## config.mk

```make
export PLATFORM = sky130hd
export DESIGN_NAME = clkfreq_calc
export DESIGN_NICKNAME = d
export VERILOG_FILES = /design/src/rtl/clkfreq_calc.sv
export SDC_FILE = /design/constraint.sdc
export NUM_CORES = 1
export LEC_CHECK = 0
export ABC_CLOCK_PERIOD_IN_PS = 15300
export BUFFER_PORTS_ARGS = -buffer_cell sky130_fd_sc_hd__buf_4
export CAP_MARGIN = 20
export CELL_PAD_IN_SITES_DETAIL_PLACEMENT = 0
export CELL_PAD_IN_SITES_GLOBAL_PLACEMENT = 2
export CORE_ASPECT_RATIO = 2
export CORE_MARGIN = 10
export CORE_UTILIZATION = 39
export DETAILED_ROUTE_END_ITERATION = 6
export GPL_TIMING_DRIVEN = 0
export PLACE_DENSITY = 0.95
export SLEW_MARGIN = 20
export SYNTH_ARGS = -nofsm -noshare
export SYNTH_HDL_FRONTEND = slang
export SYNTH_SLANG_ARGS = --single-unit
export TNS_END_PERCENT = 50
```

## constraint.sdc

```tcl
create_clock -name clk -period 15.3 [get_ports clk]
set_input_delay 2.295 -clock clk [delete_from_list [all_inputs] [get_ports clk]]
set_output_delay 2.295 -clock clk [all_outputs]
set_load 0.01 [all_outputs]
```

## src/rtl/clkfreq_calc.sv

```systemverilog
module clkfreq_calc #(
  parameter int W      = 32,
  parameter int PW     = 48,
  parameter int DW     = 16,
  parameter int REF_HI = 26000000,
  parameter int REF_LO = 33554432,
  parameter int LF_HZ  = 32768
) (
  input  logic         clk,
  input  logic         rst_n,
  input  logic         start,
  input  logic [W-1:0] mode_word,
  input  logic [W-1:0] div_word,
  input  logic [W-1:0] pll_word,
  input  logic [2:0]   sel,
  output logic         busy,
  output logic         done,
  output logic [W-1:0] ref_hz,
  output logic [W-1:0] core_hz,
  output logic [W-1:0] hs_hz,
  output logic [W-1:0] pb_hz,
  output logic [W-1:0] lf_hz,
  output logic [W-1:0] sel_hz
);
  localparam int CW = $clog2(PW);
  localparam logic [CW-1:0] PLL_LAST = CW'(PW - 1);
  localparam logic [CW-1:0] POST_LAST = CW'(W - 1);

  typedef enum logic [2:0] {S_IDLE, S_LOAD, S_PLL, S_HS, S_PB} st_t;
  st_t st;

  logic [W-1:0] m_q, d_q, p_q;
  logic [W-1:0] ref_t, core_t, hs_t;
  logic         pend;

  logic [PW-1:0] dv_q;
  logic [DW:0]   dv_r;
  logic [DW-1:0] dv_d;
  logic [CW-1:0] cnt;

  wire [W-1:0]  ref_c  = (m_q[2:1] == 2'b01) ? W'(REF_LO) : W'(REF_HI);
  wire          bypass = m_q[7] | ~m_q[3];
  wire [3:0]    mfi    = (p_q[13:10] < 4'd5) ? 4'd5 : p_q[13:10];
  wire [10:0]   mfd    = {1'b0, p_q[25:16]} + 11'd1;
  wire [4:0]    pd     = {1'b0, p_q[29:26]} + 5'd1;
  wire signed [17:0] mfn  = {{8{p_q[9]}}, p_q[9:0]};
  wire signed [17:0] term = $signed({4'b0, 14'(mfi * mfd)}) + mfn;
  wire          term_pos = (term > 18'sd0);
  wire [PW-1:0] num    = PW'(2) * PW'(ref_c >> 10) * PW'(term[16:0]);
  wire [DW-1:0] den    = DW'(mfd * pd);

  wire [DW:0]   rs   = {dv_r[DW-1:0], dv_q[PW-1]};
  wire          ge   = rs >= {1'b0, dv_d};
  wire [DW:0]   rn   = ge ? rs - {1'b0, dv_d} : rs;
  wire [PW-1:0] qn   = {dv_q[PW-2:0], ge};
  wire          last = (cnt == '0);

  wire [W-1:0]  pll_out = {qn[W-11:0], 10'b0};
  wire [DW-1:0] hs_div  = DW'(d_q[13:11]) + DW'(1);
  wire [DW-1:0] pb_div  = DW'(d_q[7:6]) + DW'(1);

  assign busy  = (st != S_IDLE);
  assign lf_hz = W'(LF_HZ);

  always_comb begin
    case (sel)
      3'd1:    sel_hz = core_hz;
      3'd2:    sel_hz = hs_hz;
      3'd3:    sel_hz = pb_hz;
      3'd4:    sel_hz = W'(LF_HZ);
      default: sel_hz = '0;
    endcase
  end

  always_ff @(posedge clk or negedge rst_n) begin
    if (!rst_n) begin
      st      <= S_IDLE;
      pend    <= 1'b0;
      done    <= 1'b0;
      m_q     <= '0;
      d_q     <= '0;
      p_q     <= '0;
      ref_t   <= '0;
      core_t  <= '0;
      hs_t    <= '0;
      dv_q    <= '0;
      dv_r    <= '0;
      dv_d    <= '0;
      cnt     <= '0;
      ref_hz  <= '0;
      core_hz <= '0;
      hs_hz   <= '0;
      pb_hz   <= '0;
    end else begin
      done <= 1'b0;
      if (start && st != S_IDLE) pend <= 1'b1;
      case (st)
        S_IDLE: if (start) begin
          m_q <= mode_word;
          d_q <= div_word;
          p_q <= pll_word;
          st  <= S_LOAD;
        end
        S_LOAD: begin
          ref_t <= ref_c;
          dv_r  <= '0;
          if (bypass || !term_pos) begin
            core_t <= bypass ? ref_c : '0;
            dv_q   <= {bypass ? ref_c : W'(0), {(PW-W){1'b0}}};
            dv_d   <= hs_div;
            cnt    <= POST_LAST;
            st     <= S_HS;
          end else begin
            dv_q <= num;
            dv_d <= den;
            cnt  <= PLL_LAST;
            st   <= S_PLL;
          end
        end
        S_PLL, S_HS, S_PB: begin
          dv_q <= qn;
          dv_r <= rn;
          cnt  <= cnt - 1'b1;
          if (last) begin
            dv_r <= '0;
            cnt  <= POST_LAST;
            if (st == S_PLL) begin
              core_t <= pll_out;
              dv_q   <= {pll_out, {(PW-W){1'b0}}};
              dv_d   <= hs_div;
              st     <= S_HS;
            end else if (st == S_HS) begin
              hs_t <= qn[W-1:0];
              dv_q <= {qn[W-1:0], {(PW-W){1'b0}}};
              dv_d <= pb_div;
              st   <= S_PB;
            end else begin
              ref_hz  <= ref_t;
              core_hz <= core_t;
              hs_hz   <= hs_t;
              pb_hz   <= qn[W-1:0];
              done    <= 1'b1;
              if (pend || start) begin
                pend <= 1'b0;
                m_q  <= mode_word;
                d_q  <= div_word;
                p_q  <= pll_word;
                st   <= S_LOAD;
              end else begin
                st <= S_IDLE;
              end
            end
          end
        end
        default: st <= S_IDLE;
      endcase
    end
  end

  AST_DONE_PULSE: assert property (@(posedge clk) disable iff (!rst_n)
    done |=> !done);
  AST_OUT_HOLD: assert property (@(posedge clk) disable iff (!rst_n)
    (core_hz != $past(core_hz) || hs_hz != $past(hs_hz) || pb_hz != $past(pb_hz)
     || ref_hz != $past(ref_hz)) |-> done);
  AST_START_BUSY: assert property (@(posedge clk) disable iff (!rst_n)
    start |=> busy);
  AST_DIV_ORDER: assert property (@(posedge clk) disable iff (!rst_n)
    done |-> (pb_hz <= hs_hz && hs_hz <= core_hz));
  AST_REF_LEGAL: assert property (@(posedge clk) disable iff (!rst_n)
    done |-> (ref_hz == W'(REF_HI) || ref_hz == W'(REF_LO)));
endmodule

```

Yosys cells after proc, flatten, opt, wreduce, memory -nomap -nowiden
Cells that the tools add are included.

storage, ports and cells
  bits in registers = 367
  output and inout bits = 194
  logic and storage cells = 126

cells by class
  add/subtract/negate cells = 7
  $mul = 3
  $lt $le $gt $ge = 3
  equal/unequal tests = 17
  mux-type cells = 59
  bitwise gates (word level) = 4
  reduce and logical (&&, ||, !) cells = 16

operator list
  cell                                                                              number
  30-bit 2-to-1 mux                                                                 5
  48-bit 2-to-1 mux                                                                 3
  32-bit case mux with 4 select lines                                               1
  16-bit 2-to-1 mux                                                                 6
  32-bit 2-to-1 mux                                                                 3
  48-bit case mux with 2 select lines                                               1
  14-bit 2-to-1 mux                                                                 5
  16-bit case mux with 2 select lines                                               2
  32-bit case mux with 2 select lines                                               1
  30-bit case mux with 2 select lines                                               1
  26-bit 2-to-1 mux                                                                 2
  42-bit 2-to-1 mux                                                                 1
  8-bit 2-to-1 mux                                                                  5
  16-bit by 17-bit multiplier with 33-bit output                                    1
  14-bit case mux with 2 select lines                                               1
  17-bit by 16-bit >= comparator with 1-bit output                                  1
  15-bit by 10-bit adder with 16-bit output                                         1
  16-bit by 1-bit greater-than comparator with 1-bit output, second input constant  1
  11-bit by 5-bit multiplier with 16-bit output                                     1
  8-bit case mux with 2 select lines                                                1
  16-bit subtractor                                                                 1
  4-bit by 11-bit multiplier with 14-bit output                                     1
  2-bit inequality test, second input constant                                      7
  3-bit by 2-bit equality test with 1-bit output, second input constant             4
  other kinds (30)                                                                  53

Longest topological paths before layout
  depth in word-level cells = 9
  depth in mapped cells = 49

Worst setup path before layout
Ideal clock, no wire load.

  path type = register to register
  start point = reg p_q[16]
  end point = reg dv_q[31]
  setup time = 0.135 ns
  arrival time = 10.311 ns
  required time = 15.165 ns
  setup slack = 4.853 ns
  cell stages (with the launch flop) = 46
  period minus slack after synthesis = 10.447 ns
  cell sequence = dfrtp_1 -> ha_1 -> xor2_1 -> nand2b_1 -> fa_1 -> inv_1 -> fa_1 -> inv_1 -> fa_1 -> nor2b_1 -> o21ai_0 -> a21boi_0 -> o21ai_0 -> a21boi_0 -> o21a_1 -> o21ai_0 -> nand2b_1 -> a21oi_1 -> (+10 left out) -> ha_1 -> fa_1 -> fa_1 -> fa_1 -> inv_1 -> fa_1 -> inv_1 -> ha_1 -> nand2_1 -> a211oi_1 -> o22ai_1 -> o31ai_1 -> o22ai_1 -> o21a_1 -> o21ai_0 -> xor2_1 -> a221oi_1 -> o21ai_0

between the ends
  word-level cells in the longest chain between the ends = 8

RTL lines
  item                                                                                    RTL line  RTL
  start: declaration                                                                      32        logic [W-1:0] m_q, d_q, p_q;
  start signal: assignment                                                                101       p_q <= pll_word;
  start signal: assignment                                                                147       p_q <= pll_word;
  10-bit by 1-bit adder with 11-bit output *                                              44        wire [10:0] mfd = {1'b0, p_q[25:16]} + 11'd1;
  4-bit by 11-bit multiplier with 14-bit output *                                         47        wire signed [17:0] term = $signed({4'b0, 14'(mfi * mfd)}) + mfn;
  15-bit by 10-bit adder with 16-bit output *                                             47
  branches (longest 3 deep; another with 16-bit by 17-bit multiplier with 33-bit output)  n/a
  42-bit 2-to-1 mux *                                                                     107       if (bypass || !term_pos) begin
  48-bit case mux with 2 select lines *                                                   97        case (st)
  end signal: assignment                                                                  109       dv_q <= {bypass ? ref_c : W'(0), {(PW-W){1'b0}}};
  end signal: assignment                                                                  114       dv_q <= num;
  end signal: assignment                                                                  121       dv_q <= qn;
  end: declaration                                                                        36        logic [PW-1:0] dv_q;

Every way passes the cells marked *.
A chain may end at the register's enable or synchronous reset.

Worst setup path after layout
Same ends and word-level chain as after synthesis.

==> results.yml <==
cts:
  cts_hold_buf: 0
  cts_sinks: 274
  htree_levels: 1
  numCtsBuffers: 27
  clk_latency_ns: 0.58
  clk_pin_slew_ns: 0.07
  cts_setup_buffers: 0
  root_buffer: "clkbuf_16"
  cts_buffer_depth: 3
  post_cts_resized: 0
  cts_tree: "built"
critical_path:
  reg2reg_depth: 42
  r2r-start: "p_q[16]$_DFFE_PN0P_"
  required_ns: 15.70
  cp_slowest_cell: "nor2_1"
  critPathArrivalTime_ns: 12.81
  regToRegSetupSlack_ns: 2.89
  end_kind: "flip-flop"
  crit_top_cell: "fa_1"
  crit_path_max_incr_delay_ns: 0.66
  cp.buffers_inverters: 4
  cpLargestDelayFamily: "adder cells"
  worstReg2RegEnd: "dv_q[31]$_DFFE_PN0N_"
  crit_path_max_fanout: 7
  path_class: "reg -> reg"
  worstSetupStartpointType: "flip-flop"
sta:
  final.min_clock_period_ns: 12.41
  finalSetupTns_ns: 0
  finalHoldViolCount: 0
  setup_slack_ns: 2.89
  period_share_pct: 81.1
  fin_worst_skew_ns: 0.0326
  max_freq_mhz: 80.6
  report.final.slew_viol_count: 0
  maxSlewHeadroom_pct: 32.1
  grt_setup_unrepaired: "false"
  finalSetupViolations: 0
  tightest_slew_ns: 1.02
yosys:
  synthTopCellsByCount: "nand2_1, dfrtp_1, ha_1, inv_1, nor2_1"
  yosys.cell_count.top_type: "nand2_1"
  post_synth_num_cell_types: 87
  synth-seq-cells: 274
  syn_inst: 2597
  ys_warn_count: 0
  synth_top_area_cell: "dfrtp_1"
  synth_area_sq_um: 22800
  yosys-top-cells-area: "dfrtp_1, ha_1, fa_1"
  async_reset_ff_share_pct: 100
  ys.flop_type: "dfrtp_1"
  avgSynthCellArea_sq_um: 8.79
  synth_top_area_share_pct: 30.0
  yosysSeqAreaShare_pct: 30.0
  synth_edf_count: 0
drt:
  wl_um: 70200
  vias_per_cell: 5.19
  drt_iter0_drc: 896
  avgRoutedWirePerCell_um: 19.3
  vias: 18900
  drtAntennaViolNets: 0
  drcViolationCount: 0
  firstDrtPassIters: 5
floorplan:
  dieArea_sq_um: 69200
  core_area_sq_um: 58000
  rows: 125
  die-width_um: 191
  die_h_um: 362
  initial_utilization_pct: 39.3
  io_pins: 296
global_routing:
  grt_use_met3_pct: 2.73
  overflow: 0
  grt.busiest_layer: "met2"
  grt.total_usage_pct: 19.9
  grt_pass1_wl_um: 110000
  use_met2_pct: 39.4
  met1_usage_pct: 18.6
  grt_start_max_net_pins: 91
  grt_pass1_vias: 20200
  antenna_found_initial: 0
min_path:
  min_from: "hs_t[30]$_DFFE_PN0P_"
  min_path_cells: 2
  hold-path-endpoint: "hs_hz[30]$_DFFE_PN0P_"
  min_path_type: "reg -> reg"
cells_and_area:
  final_nets: 3324
  drive_above_1_share_pct: 14.3
  fillers: 5725
  area_delta_synth_final_pct: 15.2
  fin_area_sq_um: 26300
  antenna_cells: 0
outcome:
  outcome: "completed"
flow_run:
  cap_violations: 0
placed_design:
  placed_area_sq_um: 25400
  pre_cts_ws_ns: 2.84
  place_hpwl_um: 58300
  portBuffers: 172
  routabilityCongestion: 0.978
pwr:
  power_leakage_nw: 14.0
  ir_drop_uv: 80.4
  powerDensity_nw_per_um2: 55.9
worst max-delay path by stage:
stage | from | endpoint | slack [ns] | cells after the start
after floorplan | p_q[16]$_DFFE_PN0P_ | dv_q[31]$_DFFE_PN0N_ | 4.85 | 45
after global placement | p_q[16]$_DFFE_PN0P_ | dv_q[31]$_DFFE_PN0N_ | 2.97 | 42
after detailed placement | p_q[16]$_DFFE_PN0P_ | dv_q[31]$_DFFE_PN0N_ | 2.84 | 42
after CTS | p_q[16]$_DFFE_PN0P_ | dv_q[31]$_DFFE_PN0N_ | 2.76 | 42
after global routing | p_q[16]$_DFFE_PN0P_ | dv_q[31]$_DFFE_PN0N_ | 2.11 | 45
final | p_q[16]$_DFFE_PN0P_ | dv_q[31]$_DFFE_PN0N_ | 2.89 | 42
logic make-up (layout without fill, tap and decap cells):
family / after synthesis / in the layout / synth area share, %
XOR/XNOR: 86 / 86 / 3.33
AO/OA/AOI/OAI: 475 / 475 / 13.7
buffers and inverters: 440 / 665 / 8.58
multiplexers: 94 / 94 / 4.49
flip-flops: 274 / 274 / 30.0
other: 2 / 61 / 0.0329
AND/OR/NAND/NOR: 864 / 864 / 16.1
adder cells (fa/ha/maj): 362 / 362 / 23.7
per-stage QoR:
| step | power, mW | utilization [%] | std cells | hold WS [ns] |
|---|---|---|---|---|
| after CTS | 1.49 | 45.3 | 3643 | 0.469 |
| after detailed placement | 0.791 | 43.8 | 3593 | 0.449 |
| final | 1.47 | 45.3 | 3643 | 0.471 |
| after global placement | 0.788 | 43.6 | 3590 | 0.448 |
| after floorplan | 0.762 | - | 2656 | 0.439 |
| after global routing | 1.52 | 45.3 | 3643 | 0.495 |
cells in the final DEF (no fill, tap or decap), types with 11 or more instances in the layout:
master	instances
conb_1	61
o22ai_1	15
o21bai_1	14
xnor2_1	44
nor2_1	212
a21o_1	36
a221oi_1	14
nor3_1	24
buf_4	242
o21a_1	17
nor2b_1	18
xor2_1	41
a21oi_1	131
mux2_2	63
nand2_1	469
buf_2	14
nand2b_1	21
a31oi_1	17
ha_1	245
mux2i_1	30
inv_1	238
clkbuf_1	104
a22oi_1	29
and2_1	30
fa_1	117
buf_1	12
dfrtp_1	274
nand3_1	37
nand4_1	11
clkbuf_16	27
o21ai_0	104
worst min-delay path, delay by kind of cell, from the launching register on:
| family | cells | cell delay [ns] |
|---|---|---|
| flip-flops | 1 | 0.34 |
| AND/OR/NAND/NOR | 2 | 0.10 |
state kept, by name, summed over array words and instances, names as in the netlist:
name     flops
dv_q        48
cnt          6
d_q          5
dv_d        16
ref_hz       2
dv_r        16
pb_hz       32
p_q         28
core_hz     23
m_q          4
hs_t        32
done         1
ref_t        2
pend         1
hs_hz       32
core_t      23
st           3
power breakdown:
group | internal, mW | switching (mW)
registers | 0.724 | 0.00000000000000000911
logic | 0.0211 | 0.0321
clock network | 0.390 | 0.302
routing by layer:
metal  vias to the layer above  share of wire [%]  wire length (um)
li1                       9056                  -                 -
met1                      9142                 34             24200
met2                       527                 55             38400
met3                       171                4.5              3150
met4                         0                6.3              4430
met5                         -                  0                 0
area by class of cell:
class	count	area, sq um	share of cell area [%]
inverters	239	897	3.41
well taps	762	953	3.63
clock buffers	37	773	2.94
repair buffers	175	1380	5.25
multi-input cells	1942	14200	54.1
flip-flops and latches	274	6860	26.1
clock inverters	13	138	0.523
plain buffers	201	1060	4.04
(Power assumes the default switching activity.)
